<file path="config.mk">
export PLATFORM = sky130hd
export DESIGN_NAME = rxq_fifo
export DESIGN_NICKNAME = d
export VERILOG_FILES = /design/src/rtl/rxq_pkg.sv /design/src/rtl/rxq_flush_qual.sv /design/src/rtl/rxq_store.sv /design/src/rtl/rxq_fifo.sv
export SDC_FILE = /design/constraint.sdc
export NUM_CORES = 1
export LEC_CHECK = 0
export BUFFER_PORTS_ARGS = -buffer_cell sky130_fd_sc_hd__buf_4
export CORE_ASPECT_RATIO = 0.9
export CORE_MARGIN = 4
export CORE_UTILIZATION = 61
export DETAILED_ROUTE_END_ITERATION = 7
export PLACE_DENSITY = 0.79
export SETUP_SLACK_MARGIN = 0.02
export SLEW_MARGIN = 40
export SYNTH_ARGS = -nofsm -noshare
export SYNTH_HDL_FRONTEND = slang
export SYNTH_SLANG_ARGS = --single-unit
</file>
<file path="constraint.sdc">
create_clock -name clk -period 3.4 [get_ports clk]
set_clock_uncertainty 0.15 [all_clocks]
set_input_delay 0.85 -clock clk [delete_from_list [all_inputs] [get_ports clk]]
set_output_delay 0.85 -clock clk [all_outputs]
set_load 0.05 [all_outputs]
</file>
<file path="src/rtl/rxq_pkg.sv">
package rxq_pkg;
  typedef enum logic {
    PH_WATCH = 1'b0,
    PH_HOLD  = 1'b1
  } flush_phase_t;
endpackage

</file>
<file path="src/rtl/rxq_flush_qual.sv">
module rxq_flush_qual
  import rxq_pkg::*;
#(
  parameter int QUAL_LEN = 7
) (
  input  logic clk,
  input  logic rst_n,
  input  logic fifo_on,
  input  logic chip_en_n,
  input  logic rd_req,
  input  logic flush_req_n,
  output logic start_o,
  output logic active_o
);
  localparam int CNTW = (QUAL_LEN > 1) ? $clog2(QUAL_LEN) : 1;
  localparam logic [CNTW-1:0] LAST = CNTW'(QUAL_LEN - 1);

  flush_phase_t     phase_q;
  logic [CNTW-1:0]  cnt_q;
  logic             qual;

  // one qualifying sample: request low with all enable conditions met
  assign qual    = fifo_on && !chip_en_n && !rd_req && !flush_req_n;
  assign start_o = (phase_q == PH_WATCH) && qual && (cnt_q == LAST);
  assign active_o = (phase_q == PH_HOLD);

  always_ff @(posedge clk or negedge rst_n) begin
    if (!rst_n) begin
      phase_q <= PH_WATCH;
      cnt_q   <= '0;
    end else begin
      unique case (phase_q)
        PH_WATCH: begin
          if (start_o) begin
            phase_q <= PH_HOLD;
            cnt_q   <= '0;
          end else if (qual) begin
            cnt_q <= cnt_q + 1'b1;
          end else begin
            cnt_q <= '0;
          end
        end
        PH_HOLD: begin
          cnt_q <= '0;
          if (flush_req_n || !fifo_on) phase_q <= PH_WATCH;
        end
        default: phase_q <= PH_WATCH;
      endcase
    end
  end

  assert_start_qualified_R2: assert property (@(posedge clk) disable iff (!rst_n)
    $rose(active_o) |-> $past(qual));
  assert_bypass_ignored_R6: assert property (@(posedge clk) disable iff (!rst_n)
    (!fifo_on && !active_o) |=> !active_o);
  assert_hold_while_low_R4: assert property (@(posedge clk) disable iff (!rst_n)
    (active_o && !flush_req_n && fifo_on) |=> active_o);
endmodule

</file>
<file path="src/rtl/rxq_store.sv">
module rxq_store #(
  parameter int WIDTH = 10,
  parameter int DEPTH = 16
) (
  input  logic             clk,
  input  logic             rst_n,
  input  logic             clr,
  input  logic             wr_en,
  input  logic [WIDTH-1:0] wr_data,
  input  logic             rd_en,
  output logic [WIDTH-1:0] rd_data,
  output logic             empty_o,
  output logic             full_o
);
  localparam int AW  = (DEPTH > 1) ? $clog2(DEPTH) : 1;
  localparam int OCW = $clog2(DEPTH + 1);
  localparam logic [OCW-1:0] OCC_MAX = OCW'(DEPTH);

  logic [WIDTH-1:0] mem [DEPTH];
  logic [AW-1:0]    wr_ptr, rd_ptr, wr_nxt, rd_nxt;
  logic [OCW-1:0]   occ_q;
  logic             do_wr, do_rd;

  assign empty_o = (occ_q == '0);
  assign full_o  = (occ_q == OCC_MAX);
  assign do_wr   = wr_en && !full_o && !clr;
  assign do_rd   = rd_en && !empty_o && !clr;

  generate
    if ((1 << AW) == DEPTH) begin : g_pow2
      assign wr_nxt = wr_ptr + 1'b1;
      assign rd_nxt = rd_ptr + 1'b1;
    end else begin : g_wrap
      assign wr_nxt = (wr_ptr == AW'(DEPTH - 1)) ? '0 : wr_ptr + 1'b1;
      assign rd_nxt = (rd_ptr == AW'(DEPTH - 1)) ? '0 : rd_ptr + 1'b1;
    end
  endgenerate

  always_ff @(posedge clk or negedge rst_n) begin
    if (!rst_n) begin
      wr_ptr <= '0;
      rd_ptr <= '0;
      occ_q  <= '0;
    end else if (clr) begin
      wr_ptr <= '0;
      rd_ptr <= '0;
      occ_q  <= '0;
    end else begin
      if (do_wr) wr_ptr <= wr_nxt;
      if (do_rd) rd_ptr <= rd_nxt;
      unique case ({do_wr, do_rd})
        2'b10:   occ_q <= occ_q + 1'b1;
        2'b01:   occ_q <= occ_q - 1'b1;
        default: occ_q <= occ_q;
      endcase
    end
  end

  always_ff @(posedge clk) begin
    if (do_wr) mem[wr_ptr] <= wr_data;
  end

  assign rd_data = mem[rd_ptr];

  assert_no_overflow_R7: assert property (@(posedge clk) disable iff (!rst_n)
    occ_q <= OCC_MAX);
  assert_full_ignores_write_R7: assert property (@(posedge clk) disable iff (!rst_n)
    (full_o && wr_en && !rd_en && !clr) |=> ($stable(occ_q) && $stable(wr_ptr)));
  assert_empty_ignores_read_R8: assert property (@(posedge clk) disable iff (!rst_n)
    (empty_o && rd_en && !wr_en && !clr) |=> ($stable(rd_ptr) && occ_q == '0));
  assert_clear_zeroes_R3: assert property (@(posedge clk) disable iff (!rst_n)
    clr |=> (occ_q == '0 && wr_ptr == '0 && rd_ptr == '0));
  assert_stays_empty_R5: assert property (@(posedge clk) disable iff (!rst_n)
    (empty_o && !wr_en) |=> empty_o);
endmodule

</file>
<file path="src/rtl/rxq_fifo.sv">
module rxq_fifo #(
  parameter int WIDTH    = 10,
  parameter int DEPTH    = 16,
  parameter int QUAL_LEN = 7
) (
  input  logic             clk,
  input  logic             rst_n,
  input  logic             fifo_on,
  input  logic             chip_en_n,
  input  logic             flush_req_n,
  input  logic [WIDTH-1:0] in_data,
  input  logic             in_valid,
  output logic             in_ready,
  output logic [WIDTH-1:0] out_data,
  output logic             out_valid,
  input  logic             out_ready,
  output logic             empty,
  output logic             full
);
  logic             flush_start, flush_active, store_clr;
  logic             st_empty, st_full;
  logic [WIDTH-1:0] st_data;

  rxq_flush_qual #(.QUAL_LEN(QUAL_LEN)) u_qual (
    .clk         (clk),
    .rst_n       (rst_n),
    .fifo_on     (fifo_on),
    .chip_en_n   (chip_en_n),
    .rd_req      (out_ready),
    .flush_req_n (flush_req_n),
    .start_o     (flush_start),
    .active_o    (flush_active)
  );

  assign store_clr = flush_start || flush_active;

  rxq_store #(.WIDTH(WIDTH), .DEPTH(DEPTH)) u_store (
    .clk     (clk),
    .rst_n   (rst_n),
    .clr     (store_clr),
    .wr_en   (fifo_on && in_valid),
    .wr_data (in_data),
    .rd_en   (fifo_on && out_ready),
    .rd_data (st_data),
    .empty_o (st_empty),
    .full_o  (st_full)
  );

  always_comb begin
    if (fifo_on) begin
      in_ready  = !st_full && !flush_active;
      out_valid = !st_empty && !flush_active;
      out_data  = st_data;
    end else begin
      in_ready  = out_ready;
      out_valid = in_valid;
      out_data  = in_data;
    end
  end

  assign empty = st_empty;
  assign full  = st_full;

  assert_no_accept_in_flush_R4: assert property (@(posedge clk) disable iff (!rst_n)
    (fifo_on && flush_active) |-> (!in_ready && !out_valid && empty));
  assert_flags_exclusive_R7: assert property (@(posedge clk) disable iff (!rst_n)
    !(empty && full));
endmodule

</file>
== Word level (Yosys, flattened, before mapping) ==
Memories as Yosys holds them, arrays and structs flattened.
Index checks and enable logic that the tools add are counted.

* Memories kept: 1
* Memory bits (writable): 160
* Logic and storage cells: 60
* Input bits: 17
* Bits in registers: 17

* Muxes and demuxes: 17
* Reductions and logical operators: 27
* $add $sub $neg: 5
* Bitwise logic cells: 1
* Equal/unequal tests: 4

{| class="wikitable"
|+ Memory list
! name !! depth !! width !! read ports !! clocked after Yosys merged registers in !! wr ports !! RTL line !! RTL
|-
| u_store.mem || 16 || 10 || 1 || 0 || 1 || rxq_store.sv:19 || <nowiki>logic [WIDTH-1:0] mem [DEPTH];</nowiki>
|}

{| class="wikitable"
|+ Operator list
! operator !! count
|-
| 4-bit 2-to-1 mux || 4
|-
| 1-bit logical AND || 13
|-
| 10-bit 2-to-1 mux || 1
|-
| 5-bit case mux with 2 select lines || 1
|-
| 4-bit by 1-bit adder with 4-bit output, second input constant || 2
|-
| 1-bit logical NOT || 8
|-
| 1-bit 2-to-1 mux || 6
|-
| 3-bit 2-to-1 mux || 2
|-
| 3-bit case mux with 2 select lines || 1
|-
| 5-bit by 1-bit adder with 5-bit output, second input constant || 1
|-
| 5-bit == test, second input constant || 1
|-
| 5-bit logical NOT || 1
|-
| 5-bit 2-to-1 mux || 1
|-
| 5-bit by 1-bit subtractor with 5-bit output, second input constant || 1
|-
| 2-bit nonzero test || 2
|-
| 3-bit by 1-bit adder with 3-bit output, second input constant || 1
|-
| 3-bit == test, second input constant || 1
|-
| 3-bit nonzero test || 1
|-
| 2-bit by 1-bit == test with 1-bit output, second input constant || 1
|-
| 2-bit == test, second input constant || 1
|-
| 1-bit logical OR || 2
|-
| 1-bit case mux with 2 select lines || 1
|-
| 1-bit inverter || 1
|}

== Longest topological paths before layout ==
* Depth after elaboration: 12
* Gate-level depth with buffers: 10
* Mapped depth without buffers: 9

== Modules after synthesis ==
From an unflattened synthesis, not the netlist that was laid out.

* Cell total of the unflattened synthesis: 452
* Area, all modules: 7495.9 sq um

{| class="wikitable"
|+ By module, submodules not included
! module !! sequential area each (sq um) !! cells an instance !! instances !! area each (sq um)
|-
| rxq_store || 5129.9 || 414 || 1 || 7064.3
|-
| rxq_flush_qual || 100.1 || 18 || 1 || 217.7
|-
| rxq_fifo || 0.0 || 20 || 1 || 214.0
|}

== Least setup slack after synthesis ==
No wires, ideal clock.

* Path type: reg-to-output
* Start point: register u_store.rd_ptr[0]
* End point: output port out_data[0]
* Stages on the path, launching flop included: 7
* Arrival time: 2348 ps
* Path buffers: 2
* Path slack: 52 ps
* Path through: dfrtp_1 > clkbuf_1 > buf_2 > mux4_2 > mux2_2 > a22oi_1 > o21ai_0

* Longest elaborated chain between the ends: 2

{| class="wikitable"
|+ Ends and longest elaborated chain
! item !! RTL line !! RTL
|-
| start: declaration || rxq_store.sv:20 || <nowiki>logic [AW-1:0] wr_ptr, rd_ptr, wr_nxt, rd_nxt;</nowiki>
|-
| start signal: assignment || rxq_store.sv:50 || <nowiki>if (do_rd) rd_ptr <= rd_nxt;</nowiki>
|-
| memory 16 x 10 bit || n/a ||
|-
| 10-bit 2-to-1 mux || rxq_fifo.sv:50 || <nowiki>if (fifo_on) begin</nowiki>
|-
| end: declaration || rxq_fifo.sv:14 || <nowiki>output logic [WIDTH-1:0] out_data,</nowiki>
|}

No other way between the ends.

== Final worst setup path ==
* Start point: register u_store.rd_ptr[0]
* End point: output port out_data[3]

Same word-level chain as after synthesis.

==> impl_metrics.csv <==
group,metric,value,unit
synthesis,yosysUniqueCellTypes,41,
timing,slew_violations,0,
cts,clockRootBuffer,"clkbuf_16",
synthesis,synth.avg_cell_area,18.2,µm²
routing,wl_per_cell,26.6,µm
floorplanning,die_w,124,µm
cts,cts_made_buffers,17,
layout,drive_gt1_share,38.5,%
timing,whs,0.132,ns
synthesis,synth_cells,406,
timing,setup_tns,-0.131,ns
setup_path,cpMostUsedCell,"buf_6",
cts,clock-sinks,177,
power_and_ir_drop,p_per_area,835,nW/µm²
status,outcome,"finished with violations",
setup_path,path_cells,"buf_6 -> clkbuf_16 -> mux4_2 -> mux2_4 -> a22oi_1 -> o21ai_1 -> buf_6",
setup_path,max_stage_delay,0.50,ns
floorplanning,die_area,14000,µm²
place,dpl.cell_count,591,
floorplanning,io_pins,31,
global_routing,grt_pass1_wl,25200,µm
synthesis,synth_nets,432,
global_routing,track_usage,25.6,%
setup_path,rr_startpoint,"u_store.occ_q[0]$_DFFE_PN0P_",
cts,cts_hold_buf,0,
global_routing,antenna_found_initial,0,
cts,clock_latency,0.43,ns
synthesis,ys.warnings.count,0,
setup_path,worstPathMaxFanout,5,
cts,cts_tree,"built",
synthesis,synthesis.area,7400,µm²
place,routabilityCongestion,0.925,
layout,instances_no_fill,634,
setup_path,worstPathRequired,2.40,ns
layout,fillers,650,
routing,ant_nets,0,
cts,clockBufferDepth,2,
power_and_ir_drop,p_leak,3.10,nW
timing,min_period_over_period,101,%
global_routing,overflow,0,
layout,fin_nets,491,
synthesis,synth-seq-cells,177,
flow_run,maxCapViolCount,0,
layout,area_delta_synth_final,20.5,%
cts,htreeDepth,4,
setup_path,r2r_cells,9,
synthesis,synth_ff_type,"edfxtp_1",
global_routing,grt_max_degree,44,
cts,cts.clk_slew.worst_paths,0.07,ns
floorplanning,core,11700,µm²
timing,finalSetupViolations,6,
routing,via_per_inst,6.37,
min_path,hp-class,"in2async",
floorplanning,rows,37,
routing,drt-initial-drc-count,475,
synthesis,synth_enable_flop_cells,160,
setup_path,cp.arrival,2.45,ns
synthesis,async_reset_ff_share,9.60,%
power_and_ir_drop,vdd_drop_max,0.584,mV
routing,drc,0,
routing,num_vias,4036,
timing,worstMarginPinSlew,0.722,ns
floorplanning,start_util,63.4,%
setup_path,r2r-end,"u_store.occ_q[4]$_DFFE_PN0P_",
timing,max_slew_margin,51.8,%
setup_path,cp_slowest_cell,"mux4_2",
routing,wl,16900,µm
floorplanning,die_h,112,µm
place,io_buffers,30,
setup_path,start_kind,"flip-flop",
layout,num_antenna_cells,0,
setup_path,critPathKind,"reg2out",
setup_path,critPathCaptureType,"primary output",
timing,finalWorstSetupSlack,-0.0477,ns
timing,period_needed,3.45,ns
routing,first_pass_iters,5,
layout,final_util,76.4,%
setup_path,crit_buf_inv,3,
timing,hold_viol,0,
power_and_ir_drop,p_total,0.00744,W
setup_path,rrSetupSlack,0.30,ns
synthesis,yosysSeqAreaShare,70.7,%
timing,rsz0062_at_grt,"true",
setup_path,cp_top_family,"multiplexers",
status,violations,"negative setup slack",
timing,fmax,290,MHz
place,dp_hpwl,9180,µm
global_routing,grt_pass1_vias,4106,
==> stage by stage <==
| stage | cell area, µm² | setup WS (ns) |
|---|---|---|
| global placement | 7910 | 0.195 |
| CTS | 8820 | -0.0772 |
| finish | 8910 | -0.0477 |
| detailed placement | 7920 | 0.128 |
| global route | 8910 | -0.111 |
| floorplan | 7400 | 0.0521 |
==> power breakdown <==
group | leakage, nW | internal (W) | switching, W
Sequential | 1.65 | 0.00255 | 0.000157
Clock | 0.301 | 0.00125 | 0.000806
Combinational | 1.15 | 0.00132 | 0.00136
Total | 3.10 | 0.00511 | 0.00233
==> synthesized netlist by cell type, types with 3 or more instances <==
library cell	number	area [µm²]
edfxtp_1	160	4800
mux4_2	40	901
inv_1	20	75.1
mux2_2	20	225
nor2_1	18	67.6
dfrtp_1	17	425
clkbuf_1	13	48.8
o21ai_0	13	65.1
a22oi_1	10	75.1
and2_1	9	56.3
ha_1	9	113
nand2_1	9	33.8
a21oi_1	8	40.0
nand3_1	8	40.0
xor2_1	6	52.6
buf_2	5	25.0
nor4_1	5	31.3
nor3b_1	4	30.0
nor2b_1	3	18.8
xnor2_1	3	26.3
==> cells in the final DEF (no fill, tap or decap), types with 3 or more instances in the layout <==
master     count
ha_1           9
dfrtp_1       15
clkinv_4       3
nand2_1        9
nor2_2         4
buf_12         7
nor3b_1        4
nor4_2         4
nand3_1        8
inv_1         20
and2_1         9
xnor2_1        3
a21oi_1        8
buf_6         12
o21ai_2        9
xor2_1         6
bufinv_16      4
a22oi_2        9
edfxtp_1     160
mux2_2         6
buf_4         39
clkbuf_16     19
mux2_4        14
mux4_2        40
nor2_1        14
o21ai_0        3
==> repair_timing <==
| item | 4_1_cts | 5_1_grt |
|---|---|---|
| gates resized for setup | 41 | 22 |
| pin swaps | 2 | 3 |
| setup buffers | 9 | 0 |
| cloned | 2 | 2 |
| endpoints found under the setup margin | 10 | 10 |
==> routing by layer <==
metal	wire, µm	GRT usage [%]	up-vias	share of wire [%]
met5	0	0	-	0
li1	-	-	1740	-
met4	418	7.37	0	2.5
met3	1100	4.94	39	6.5
met2	8680	40.6	224	51
met1	6690	36.9	2033	40
==> cell families (layout without fill, tap and decap cells) <==
kind of cell,Yosys count,in the layout,synth area share (%)
DFF,177,177,70.7
and+or+nand+nor,68,68,5.02
muxes,62,62,15.5
AOI/OAI and AO/OA,41,41,3.82
buffers and inverters,40,112,2.35
adders and majority gates,9,9,1.52
xor gates and xnor gates,9,9,1.07
==> worst register-to-register path: stages (launching register included) <==
cell and delay, ns:
dfrtp_1 0.50, o41a_1 0.50, a2111oi_4 0.38, xor2_1 0.14, ha_1 0.26, or3_2 0.41, a21oi_1 0.15, mux2i_1 0.09
or3_1 0.32, a21oi_1 0.14
==> registers in the layout, indices dropped and copies added, names as in the netlist <==
signal           flops
u_qual.active_o      1
u_qual.cnt_q         3
u_store.mem        160
u_store.occ_q        5
u_store.rd_ptr       4
u_store.wr_ptr       4
==> layout make-up <==
type                       instances  area (µm²)  area share (%)
sequential                       177        5230            58.7
multi-input combinational        189        2160            24.3
timing repair buffer              60         618            6.94
clock buffer                      19         443            4.97
tap                              156         195            2.19
clock inverter                    13         184            2.06
inverter                          20        75.1           0.843
==> worst max path at each step <==
stage / startpoint / to / slack, ns / cells after the start
2_1_floorplan: u_store.rd_ptr[0]$_DFFE_PN0P_ / out_data[0] / 0.05 / 6
3_3_place_gp: fifo_on / u_store.occ_q[4]$_DFFE_PN0P_ / 0.19 / 10
3_5_place_dp: fifo_on / u_store.occ_q[4]$_DFFE_PN0P_ / 0.13 / 10
4_1_cts: u_store.rd_ptr[0]$_DFFE_PN0P_ / out_data[5] / -0.08 / 8
5_1_grt: u_store.rd_ptr[0]$_DFFE_PN0P_ / out_data[3] / -0.11 / 7
6_report: u_store.rd_ptr[0]$_DFFE_PN0P_ / out_data[3] / -0.05 / 7
No activity file was read; power rests on OpenSTA's default activity.
